`config.mk`:
```
export PLATFORM = sky130hd
export DESIGN_NAME = psclk_ctrl
export DESIGN_NICKNAME = d
export VERILOG_FILES = /design/src/rtl/psclk_pkg.sv /design/src/rtl/psclk_regs.sv /design/src/rtl/psclk_div.sv /design/src/rtl/psclk_outsel.sv /design/src/rtl/psclk_ctrl.sv
export SDC_FILE = /design/constraint.sdc
export NUM_CORES = 1
export LEC_CHECK = 0
export BUFFER_PORTS_ARGS = -buffer_cell sky130_fd_sc_hd__buf_2
export CORE_MARGIN = 2
export CORE_UTILIZATION = 57
export CTS_BUF_LIST = sky130_fd_sc_hd__clkbuf_4 sky130_fd_sc_hd__clkbuf_8
export CTS_CLUSTER_SIZE = 20
export DETAILED_ROUTE_END_ITERATION = 7
export GPL_TIMING_DRIVEN = 0
export PLACE_DENSITY = 0.87
export SETUP_SLACK_MARGIN = 0.2
export SYNTH_ARGS = -nofsm -noshare
export SYNTH_HDL_FRONTEND = slang
export SYNTH_HIERARCHICAL = 1
export SYNTH_SLANG_ARGS = --single-unit
```
`constraint.sdc`:
```
create_clock -name clk_i -period 6.9 [get_ports clk_i]
set_clock_uncertainty 0.2 [all_clocks]
set_input_delay 1.725 -clock clk_i [delete_from_list [all_inputs] [get_ports clk_i]]
set_output_delay 1.725 -clock clk_i [all_outputs]
set_load 0.03 [all_outputs]
```
`src/rtl/psclk_pkg.sv`:
```
// Package: shared register map constants for the power-save clock controller.
// Assumes addresses are compared after being cast to the address port width.
package psclk_pkg;
    localparam int unsigned ADDR_CTRL  = 0;  // divisor, power-save enable, halving
    localparam int unsigned ADDR_OUT   = 1;  // output select and drive-disable
    localparam int unsigned ADDR_STRAP = 2;  // read-only strap word
endpackage

```
`src/rtl/psclk_regs.sv`:
```
// Module: register file of the clock controller.
// Holds the control word and the output word, captures the strap word during
// reset, and forms the next control word (interrupt clears power-save enable).
// Assumes DATA_W is at least DIV_W+2 and at least 2*NUM_OUT.
module psclk_regs #(
    parameter int DATA_W  = 16,
    parameter int ADDR_W  = 2,
    parameter int DIV_W   = 3,
    parameter int NUM_OUT = 2,
    localparam int CTRL_W = DIV_W + 2,
    localparam int OCFG_W = 2 * NUM_OUT
) (
    input  logic              clk,
    input  logic              rst_n,
    input  logic [DATA_W-1:0] strap,
    input  logic              irq,
    input  logic              wr_en,
    input  logic [ADDR_W-1:0] addr,
    input  logic [DATA_W-1:0] wdata,
    output logic [CTRL_W-1:0] ctrl_d,
    output logic [OCFG_W-1:0] ocfg_q,
    output logic [DATA_W-1:0] rdata
);
    import psclk_pkg::*;

    logic [CTRL_W-1:0] ctrl_q;
    logic [DATA_W-1:0] strap_q;
    logic              wdata_unused;

    // Default output word: every output enabled and selecting the processor tick.
    function automatic logic [OCFG_W-1:0] ocfg_default();
        logic [OCFG_W-1:0] v;
        v = '0;
        for (int i = 0; i < NUM_OUT; i++) v[2*i] = 1'b1;
        return v;
    endfunction

    assign wdata_unused = ^wdata[DATA_W-1:CTRL_W];

    // Next control word: a write replaces it, an interrupt then clears the enable.
    always_comb begin
        ctrl_d = ctrl_q;
        if (wr_en && addr == ADDR_W'(ADDR_CTRL)) ctrl_d = wdata[CTRL_W-1:0];
        if (irq) ctrl_d[DIV_W] = 1'b0;
    end

    // Register update, with defaults and strap capture while reset is low.
    always_ff @(posedge clk) begin
        if (!rst_n) begin
            ctrl_q  <= '0;
            ocfg_q  <= ocfg_default();
            strap_q <= strap;
        end else begin
            ctrl_q <= ctrl_d;
            if (wr_en && addr == ADDR_W'(ADDR_OUT)) ocfg_q <= wdata[OCFG_W-1:0];
        end
    end

    // Combinational read mux.
    always_comb begin
        rdata = '0;
        if (addr == ADDR_W'(ADDR_CTRL))       rdata = DATA_W'(ctrl_q);
        else if (addr == ADDR_W'(ADDR_OUT))   rdata = DATA_W'(ocfg_q);
        else if (addr == ADDR_W'(ADDR_STRAP)) rdata = strap_q;
    end
endmodule

```
`src/rtl/psclk_div.sv`:
```
// Module: halving stage and power-save divider.
// Produces the full-rate tick and the processor tick. The active configuration
// loads only on a processor tick, so a running period is never cut short.
// Assumes the divisor field encodes a power of two up to 2^(2^DIV_W - 1).
module psclk_div #(
    parameter int DIV_W  = 3,
    localparam int CTRL_W = DIV_W + 2,
    localparam int CNT_W  = (1 << DIV_W) - 1,
    localparam int SPAN_W = CNT_W + 1
) (
    input  logic              clk,
    input  logic              rst_n,
    input  logic [CTRL_W-1:0] ctrl_d,
    output logic              base_tick,
    output logic              cpu_tick
);
    logic [CTRL_W-1:0] act_q;
    logic [CNT_W-1:0]  cnt_q;
    logic              phase_q;
    logic [SPAN_W-1:0] span;
    logic [CNT_W-1:0]  last;
    logic [DIV_W-1:0]  act_div;
    logic              act_ps;
    logic              act_pre;

    assign act_div = act_q[DIV_W-1:0];
    assign act_ps  = act_q[DIV_W];
    assign act_pre = act_q[DIV_W+1];

    // Tick generation: full-rate tick, period length, and end-of-period tick.
    always_comb begin
        base_tick = !act_pre || phase_q;
        span      = SPAN_W'(1) << act_div;
        last      = act_ps ? CNT_W'(span - SPAN_W'(1)) : '0;
        cpu_tick  = base_tick && (cnt_q == last);
    end

    // Phase toggle, period counter and boundary load of the configuration.
    always_ff @(posedge clk) begin
        if (!rst_n) begin
            phase_q <= 1'b0;
            cnt_q   <= '0;
            act_q   <= '0;
        end else begin
            phase_q <= !phase_q;
            if (cpu_tick) begin
                cnt_q <= '0;
                act_q <= ctrl_d;
            end else if (base_tick) begin
                cnt_q <= cnt_q + CNT_W'(1);
            end
        end
    end
endmodule

```
`src/rtl/psclk_outsel.sv`:
```
// Module: output clock selection and drive-disable, one slice per output.
// Bit 2i of the output word selects the processor tick, bit 2i+1 disables.
// Assumes outputs are forced low during reset by the rst_n gate.
module psclk_outsel #(
    parameter int NUM_OUT = 2,
    localparam int OCFG_W = 2 * NUM_OUT
) (
    input  logic               rst_n,
    input  logic               base_tick,
    input  logic               cpu_tick,
    input  logic [OCFG_W-1:0]  ocfg,
    output logic [NUM_OUT-1:0] clk_out
);
    for (genvar i = 0; i < NUM_OUT; i++) begin : g_out
        // Per-output mux and disable gate.
        always_comb clk_out[i] = rst_n && !ocfg[2*i+1] &&
                                 (ocfg[2*i] ? cpu_tick : base_tick);
    end
endmodule

```
`src/rtl/psclk_ctrl.sv`:
```
// Module: top of the power-save clock controller.
// Connects the register file, the divider and the output selection. All
// outputs are clock-enable pulses in the clk_i domain.
// Assumes the reference clock and the register port share clk_i.
module psclk_ctrl #(
    parameter int DATA_W  = 16,
    parameter int ADDR_W  = 2,
    parameter int DIV_W   = 3,
    parameter int NUM_OUT = 2,
    localparam int CTRL_W = DIV_W + 2,
    localparam int OCFG_W = 2 * NUM_OUT
) (
    input  logic               clk_i,
    input  logic               rst_ni,
    input  logic [DATA_W-1:0]  strap_i,
    input  logic               irq_i,
    input  logic               wr_en_i,
    input  logic [ADDR_W-1:0]  addr_i,
    input  logic [DATA_W-1:0]  wdata_i,
    output logic [DATA_W-1:0]  rdata_o,
    output logic               cpu_ce_o,
    output logic [NUM_OUT-1:0] clk_out_o
);
    logic [CTRL_W-1:0] ctrl_d;
    logic [OCFG_W-1:0] ocfg_q;
    logic              base_tick;
    logic              cpu_tick;

    psclk_regs #(.DATA_W(DATA_W), .ADDR_W(ADDR_W), .DIV_W(DIV_W), .NUM_OUT(NUM_OUT)) u_regs (
        .clk(clk_i), .rst_n(rst_ni), .strap(strap_i), .irq(irq_i), .wr_en(wr_en_i),
        .addr(addr_i), .wdata(wdata_i), .ctrl_d(ctrl_d), .ocfg_q(ocfg_q), .rdata(rdata_o)
    );

    psclk_div #(.DIV_W(DIV_W)) u_div (
        .clk(clk_i), .rst_n(rst_ni), .ctrl_d(ctrl_d),
        .base_tick(base_tick), .cpu_tick(cpu_tick)
    );

    psclk_outsel #(.NUM_OUT(NUM_OUT)) u_out (
        .rst_n(rst_ni), .base_tick(base_tick), .cpu_tick(cpu_tick),
        .ocfg(ocfg_q), .clk_out(clk_out_o)
    );

    // Processor enable, held low during reset.
    always_comb cpu_ce_o = rst_ni && cpu_tick;
endmodule

```
* Yosys cells after proc, flatten, opt, wreduce, memory -nomap -nowiden *
Index checks and enable logic that the tools add are counted.

cells by class
  $add $sub $neg = 2
  muxes and demuxes = 8
  shift operators = 1
  equal/unequal tests = 3
  bitwise gates (word level) = 1
  reductions and logical operators = 15

operators with widths
  cell                                                 number
  2-to-1 mux 16 bit                                    3
  logical AND 1 bit                                    8
  adder 7 x 1 -> 7 bit, second input constant          1
  equality test 7 bit                                  1
  2-to-1 mux 7 bit                                     1
  left shift 1 x 3 -> 7 bit, first input constant      1
  subtractor 7 x 1 -> 7 bit, second input constant     1
  2-to-1 mux 5 bit                                     1
  zero test 1 bit                                      4
  2-to-1 mux 1 bit                                     3
  equality test 2 x 1 -> 1 bit, second input constant  1
  equality test 2 bit, second input constant           1
  zero test 2 bit                                      1
  OR reduction 2 bit                                   1
  logical OR 1 bit                                     1
  inverter 1 bit                                       1

storage, ports and cells
  output and inout bits = 19
  logic and storage cells = 36
  input bits = 38
  register bits = 38

* Logic depth before layout (Yosys ltp) *
Gate-level depths: netlist of run 1.

  word-level depth = 7
  mapped depth = 8
  gate-level depth less buffers = 6

* By module *
Netlist of run 1, hierarchy kept.

modules (own cells, without submodules)
  module        cells an instance  instances  sequential area each (um2)  area an instance (um2)
  psclk_regs    91                 1          660.6                       1154.9
  psclk_div     81                 1          260.2                       729.4
  psclk_outsel  4                  1          0.0                         45.0
  psclk_ctrl    1                  1          0.0                         6.3

* Least setup slack after synthesis of run 1 *
Ideal clock, no wire load.

  kind = input -> output
  start point = input port addr_i[1]
  end point = output port rdata_o[10]
  stages = 4
  required time = 4975 ps
  path buffers = 2
  arrival time = 2510 ps
  slack = 2465 ps
  cells stage by stage = buf_6 nor2b_1 clkbuf_1 and2_1

on the way
  cells in the longest elaborated chain, start to end = 4
  elaborated cells between the ends (all ways) = 6
  classes of those cells = 2 x eq/ne; 3 x mux; 1 x reduce/logical

ends and longest elaborated chain
  item                   line              RTL
  start, declared        psclk_ctrl.sv:18  input logic [ADDR_W-1:0] addr_i,
  equality test 2 bit    psclk_regs.sv:64  else if (addr == ADDR_W'(ADDR_STRAP)) rdata = strap_q;
  2-to-1 mux 16 bit      psclk_regs.sv:64
  2-to-1 mux 16 bit      psclk_regs.sv:63  else if (addr == ADDR_W'(ADDR_OUT)) rdata = DATA_W'(ocfg_q);
  2-to-1 mux 16 bit (*)  psclk_regs.sv:62  if (addr == ADDR_W'(ADDR_CTRL)) rdata = DATA_W'(ctrl_q);
  end, declared          psclk_ctrl.sv:20  output logic [DATA_W-1:0] rdata_o,

Mark *: on every way between the ends. The rest lies on a longest branch, timed or not.

* Final worst setup path of run 1 *
  start point = input port addr_i[1]
  end point = output port rdata_o[8]

The elaborated chain is that of the path after synthesis.

==> results of run 1 <==
[worst paths after layout]
kind / slack (ns) / end / startpoint / depth (start not counted)
worst max-delay path: 2.14 / rdata_o[8] / addr_i[1] / 6
worst max register to register: 4.84 / u_div/act_q[3] / u_div/act_q[1] / 7
worst min register to register: 0.22 / u_div/phase_q / u_div/phase_q / 1
worst min-delay path: 0.22 / u_div/phase_q / u_div/phase_q / 1
[through the flow]
| stage | cells | utilization | worst slack (ns) | power (mW) | hold WS (ns) |
|---|---|---|---|---|---|
| floorplan | 177 | - | 2.46 | 0.303 | 0.183 |
| global placement | 268 | 0.670 | 2.16 | 0.324 | 0.199 |
| detailed placement | 268 | 0.670 | 2.17 | 0.326 | 0.203 |
| CTS | 276 | 0.686 | 2.16 | 0.439 | 0.221 |
| global route | 276 | 0.686 | 2.05 | 0.455 | 0.261 |
| finish | 276 | 0.686 | 2.14 | 0.435 | 0.218 |
[cells by family after synthesis]
logic type / count (synthesis) / synth area share
AO/OA/AOI/OAI: 18 / 0.0782
XOR/XNOR: 6 / 0.0271
adder cells (fa/ha/maj): 1 / 0.00646
buffers and inverters: 17 / 0.0575
flip-flops: 38 / 0.476
multiplexers: 25 / 0.140
AND/OR/NAND/NOR: 72 / 0.215
[state kept, by name, indices dropped and copies added, names as in the netlist]
register / count
u_div/cnt_q: 7
u_regs/strap_q: 16
u_regs/ctrl_q: 5
u_div/phase_q: 1
u_regs/ocfg_q: 4
u_div/act_q: 5
[cells in the mapped netlist (2+ instances only)]
library cell  number  area share
nand2_1           25       0.048
mux2i_1           21        0.11
inv_1              4      0.0078
nor3_1             5       0.013
nand3_1            3      0.0078
nor3b_2            3       0.019
nand4_1            2      0.0065
xor2_1             4       0.018
o21ai_0            2      0.0052
mux2_4             4       0.031
nor2_1             4      0.0078
nor2b_1            3      0.0097
and2_1            12       0.039
buf_6              6       0.035
xnor2_1            2      0.0091
nand4b_1           2      0.0091
o211ai_1           2      0.0078
clkbuf_1           5      0.0097
o2bb2ai_1          4       0.018
nand3b_1           2      0.0078
dfxtp_1           22        0.23
edfxtp_1          16        0.25
nand2b_1           3      0.0097
[critical path, stage by stage]
cell and delay (ns):
buf_2 0.10, buf_6 0.14, nor2b_1 0.20, clkbuf_1 0.28, and2_1 0.18, buf_2 0.20
[routing by layer]
| layer | global-route usage | vias up | share of wire |
|---|---|---|---|
| met2 | 0.341 | 33 | 0.50 |
| met3 | 0.0580 | 9 | 0.048 |
| met5 | 0 | - | 0 |
| met4 | 0.111 | 0 | 0.024 |
| met1 | 0.244 | 676 | 0.43 |
| li1 | - | 733 | - |
[cell type report]
cell class | count | area share
Sequential cell | 38 | 0.405
Multi-Input combinational cell | 122 | 0.398
Timing Repair Buffer | 45 | 0.0991
Buffer | 13 | 0.0424
Tap cell | 46 | 0.0253
Clock buffer | 6 | 0.0198
Inverter | 4 | 0.00661
Clock inverter | 2 | 0.00385
[power breakdown]
group | internal, mW | switching [mW] | leakage, nW | total [mW]
Clock | 0.0422 | 0.0720 | 0.0331 | 0.114
Combinational | 0.0285 | 0.0409 | 0.623 | 0.0694
Sequential | 0.246 | 0.00490 | 0.335 | 0.251
Total | 0.317 | 0.118 | 0.991 | 0.435
==> impl_metrics.yaml, run 1 <==
run_status:
  status: "complete, no violations"
global_routing:
  grt_pass1_wl_um: 6220
  grt_max_degree: 17
  grt_pass1_vias: 1408
  grt_overflow: 0
  grt_usage: 0.206
  antenna_found_initial: 0
cts:
  cts-htree-levels: 2
  cts_tree: "done"
  cts_resized: 0
  cts_hold_buf: 0
  post_cts.repair.setup_buffers: 0
  numCtsBuffers: 5
  clk_path_buf_depth: 2
  cts_sinks: 38
  clkTransAtPathRegs_ns: 0.11
  cts_root_buffer: "clkbuf_4"
  worstSkewPairLatency_ns: 0.36
setup_path:
  path_class: "input port to primary output"
  cp-start-kind: "input port"
  crit_fanout: 10
  crit_required_ns: 4.97
  worst_setup_path_end_kind: "primary output"
  worstPathArrival_ns: 2.83
flow_run:
  drv_cap: 0
placement:
  place_area_sq_mm: 0.00222
  place_congestion: 0.802
  hpwl_um: 2750
  portBuffers: 45
die:
  die_h_um: 62.3
  rows: 21
  die_w_um: 62.3
  initial_core_util: 0.585
  dieArea_sq_mm: 0.00388
  io_pins: 57
  fp.coreArea_sq_mm: 0.00331
synth:
  syn_area_sq_mm: 0.00194
  ys_seq_elements: 38
  syn-num-nets: 216
  ys_seq_area_frac: 0.476
  synth_edf_count: 16
  yosys_warnings: 6
  async_flop_share: 0
  syn_inst: 177
  ys.flop_type: "dfxtp_1"
  syn_area_per_cell_sq_um: 10.9
  yosysUniqueCellTypes: 44
finish:
  final_common_cell: "buf_2"
  nFillCells: 282
  layout-drive-gt1-share: 0.317
  syn_to_final_growth_pct: 17.4
  final_cell_mix: "buf_2 (46), nand2_1 (25), dfxtp_1 (22)"
  multi_input_area_sq_um: 903
  n_antenna_cell: 0
  nets: 268
  fin_area_sq_mm: 0.00227
  regArea_sq_um: 921
timing:
  worstMarginPinSlew_ns: 0.625
  final.period_utilization: 0.689
  fmax_mhz: 210
  setup_viol: 0
  relSlewSlack: 0.583
  rsz0062_at_grt: "false"
  fin_setup_tns_ns: 0
  post-route-min-period_ns: 4.76
  hold_violations: 0
  report.final.slew_viol_count: 0
worst_hold_path:
  min_path_type: "register to register"
power:
  ir_worst_vdd_mv: 0.149
  power.density_mw_per_mm2: 191
  p_leak_nw: 0.991
route:
  viasPerCell: 5.26
  post-route-drc-count: 0
  routed_wl_um: 3730
  drt_first_pass_iters: 4
  ant_nets: 0
  wl_per_cell_um: 13.5
  vias: 1451
  dr.first_iter.drc_count: 58
Power figures use the tool's default switching activity.
==> run 2: changes to the inputs <==
- ABC_AREA: not set -> 1
- CORE_UTILIZATION: 57 -> 48
- PLACE_DENSITY: 0.87 -> 0.77
- clock period: 6.9 -> 4.1 ns (I/O delays scaled with it)
==> run 2 against run 1 <==
Via count up 16%. Combinational power rose to 8.7 times the previous value. Core utilization down 8.0 points. Sequential share of layout area down 2.8 points. Synthesized area up 4.5%. Cell area up 7.5%. Flip-flop and latch count unchanged. Sequential power up 96%. Count of clock-buffer cells in the layout down 1. Non-clock buffer count down 11. Critical path type is now register to primary output.
==> impl_metrics.yaml, run 2 <==
finish:
  n_antenna_cell: 0
  layout-drive-gt1-share: 0.294
  nets: 351
  fin_area_sq_mm: 0.00244
  final_cell_mix: "nand2_1 (59), inv_1 (51), buf_2 (45)"
  final_common_cell: "nand2_1"
  largest_reg_flops: 16
  top_register: "u_regs/strap_q"
  syn_to_final_growth_pct: 20.8
  largestRegisters: "u_regs/strap_q: 16 flops, u_div/cnt_q: 7 flops"
synth:
  yosys-top-cells-count: "nand2_1 (59), inv_1 (51), nor2_1 (31)"
  muxShareOfSynthArea: 0
  syn_inst: 260
  synth_top_family_by_area: "simple AND/OR/NAND/NOR gates"
  syn-num-nets: 299
  synthAdderAreaFrac: 0.00619
  async_flop_share: 0
  yosysTopAreaCellShare: 0.238
  synth_top_area_cell: "edfxtp_1"
  synth_edf_count: 16
  ys_seq_area_frac: 0.455
  synth-compound-area-share: 0.0464
  yosys_warnings: 6
  synth_area_leaders: "edfxtp_1 (24%), dfxtp_1 (22%), nand2_1 (11%)"
  syn_area_sq_mm: 0.00202
  syn_area_per_cell_sq_um: 7.78
  yosysUniqueCellTypes: 28
  ys.flop_type: "dfxtp_1"
  synthSimpleGateAreaFrac: 0.360
  ys_seq_elements: 38
  yosysMostFrequentCell: "nand2_1"
  synth_xor_area_frac: 0.0173
timing:
  setup_viol: 0
  rsz0062_at_grt: "false"
  worstMarginPinSlew_ns: 0.767
  relSlewSlack: 0.488
  hold_violations: 0
  fmax_mhz: 316
  report.final.slew_viol_count: 0
  final.period_utilization: 0.772
  fin_setup_tns_ns: 0
  post-route-min-period_ns: 3.17
setup_path:
  worst_setup_path_end_kind: "primary output"
  critical_path_buf_inv_count: 1
  path_class: "register to primary output"
  critPathMaxStageDelay_ns: 0.48
  path_delay_family: "simple AND/OR/NAND/NOR gates"
  cpMostUsedCell: "nand2_1"
  crit_fanout: 8
  crit_start: "u_div/act_q[2]"
  critPathSlowestCell: "dfxtp_1"
  cp-start-kind: "register"
  timing.rr.start: "u_div/act_q[2]"
  worst-path-stages: 9
  r2r_cells: 9
  worstPathArrival_ns: 1.94
  path_cells: "nand2_4 -> nor3_2 -> nand2_1 -> nand2_2 -> nand3_4 -> nor2_8 -> nand2_1 -> a21oi_2 -> buf_2"
  crit_required_ns: 2.87
global_routing:
  grt_overflow: 0
  grtUsageMet2: 0.313
  grt_pass1_wl_um: 6290
  grt_usage: 0.181
  busiest_layer: "met2"
  grt_max_degree: 22
  grt_pass1_vias: 1497
  antenna_found_initial: 0
  use_met3: 0.0536
  use_met1: 0.209
die:
  io_pins: 57
  initial_core_util: 0.502
  fp.coreArea_sq_mm: 0.00403
  die_w_um: 68.9
  dieArea_sq_mm: 0.00475
  rows: 23
  die_h_um: 68.9
flow_run:
  drv_cap: 0
cts:
  cts_tree: "done"
  cts_resized: 0
  worstSkewPairLatency_ns: 0.29
  cts_sinks: 38
  clk_path_buf_depth: 2
  clkTransAtPathRegs_ns: 0.07
  cts_hold_buf: 0
  post_cts.repair.setup_buffers: 0
  cts-htree-levels: 2
  numCtsBuffers: 5
  cts_root_buffer: "clkbuf_8"
worst_hold_path:
  min_path_type: "register to register"
  hp-start: "u_div/phase_q"
  hold_path_depth: 1
route:
  dr.first_iter.drc_count: 49
  routed_wl_um: 3710
  vias: 1682
  wl_per_cell_um: 10.2
  drt_first_pass_iters: 5
  ant_nets: 0
  viasPerCell: 4.63
  post-route-drc-count: 0
power:
  power.density_mw_per_mm2: 599
  p_leak_nw: 1.27
  ir_worst_vdd_mv: 0.457
placement:
  place_area_sq_mm: 0.00231
  portBuffers: 45
  hpwl_um: 2870
  place_congestion: 0.871
run_status:
  status: "complete, no violations"
[run 2: changes by cell type in the layout (fill, tap and decap cells not counted), sizes merged, moves of 7 or more]
cell | previous run | this run
nand2 | 25 | 68
nand3 | 3 | 26
nor2 | 4 | 47
and2 | 13 | 0
clkbuf | 12 | 5
inv | 4 | 57
mux2i | 21 | 0
[run 2: kinds of logic (layout without fill, tap and decap cells)]
group / after synthesis / in the layout
adder cells (fa/ha/maj): 1 / 1
buffers and inverters: 59 / 112
AO/OA/AOI/OAI: 13 / 13
XOR/XNOR: 4 / 4
flip-flops: 38 / 38
AND/OR/NAND/NOR: 145 / 145
[run 2: worst register-to-register path, cell delays in order, from the launching register on]
cell,delay [ns]
dfxtp_1,0.48
nand2_4,0.13
inv_2,0.09
nand3_1,0.09
nand2_1,0.08
nand2_1,0.05
nor2_1,0.29
nand3_1,0.14
nand2_1,0.08
nor2_1,0.04
[run 2: area by class of cell]
class / instances / area (sq um)
tap: 50 / 62.6
clock inverter: 3 / 63.8
timing repair buffer: 45 / 225
fill: 389 / 1590
sequential: 38 / 921
inverter: 57 / 214
buffer: 2 / 18.8
clock buffer: 5 / 68.8
multi-input combinational: 163 / 868
[run 2: path summary, 6_finish.rpt]
| path | to | slack (ns) |
|---|---|---|
| max reg2reg | u_div/act_q[4] | 2.33 |
| min | u_div/phase_q | 0.21 |
| min reg2reg | u_div/phase_q | 0.21 |
| max | clk_out_o[1] | 0.93 |
[run 2: routing by layer]
metal / vias to the layer above / wire (um)
li1: 898 / -
met1: 749 / 1670
met2: 30 / 1800
met3: 5 / 170
met4: 0 / 64
met5: - / 0
[run 2: through the flow]
| stage | hold slack, ns | util | std cells | setup slack (ns) | total power [mW] |
|---|---|---|---|---|---|
| final | 0.209 | 0.606 | 363 | 0.935 | 1.46 |
| after global routing | 0.227 | 0.606 | 363 | 0.749 | 1.57 |
| after CTS | 0.215 | 0.606 | 363 | 0.916 | 1.48 |
| after detailed placement | 0.204 | 0.573 | 355 | 0.978 | 1.10 |
| after global placement | 0.199 | 0.573 | 355 | 1.02 | 1.09 |
| after floorplan | 0.189 | - | 260 | 0.967 | 0.980 |
[run 2: where the power goes]
part / internal, mW / total (mW) / switching (mW)
registers: 0.449 / 0.493 / 0.0447
logic: 0.207 / 0.602 / 0.395
clock network: 0.241 / 0.369 / 0.128
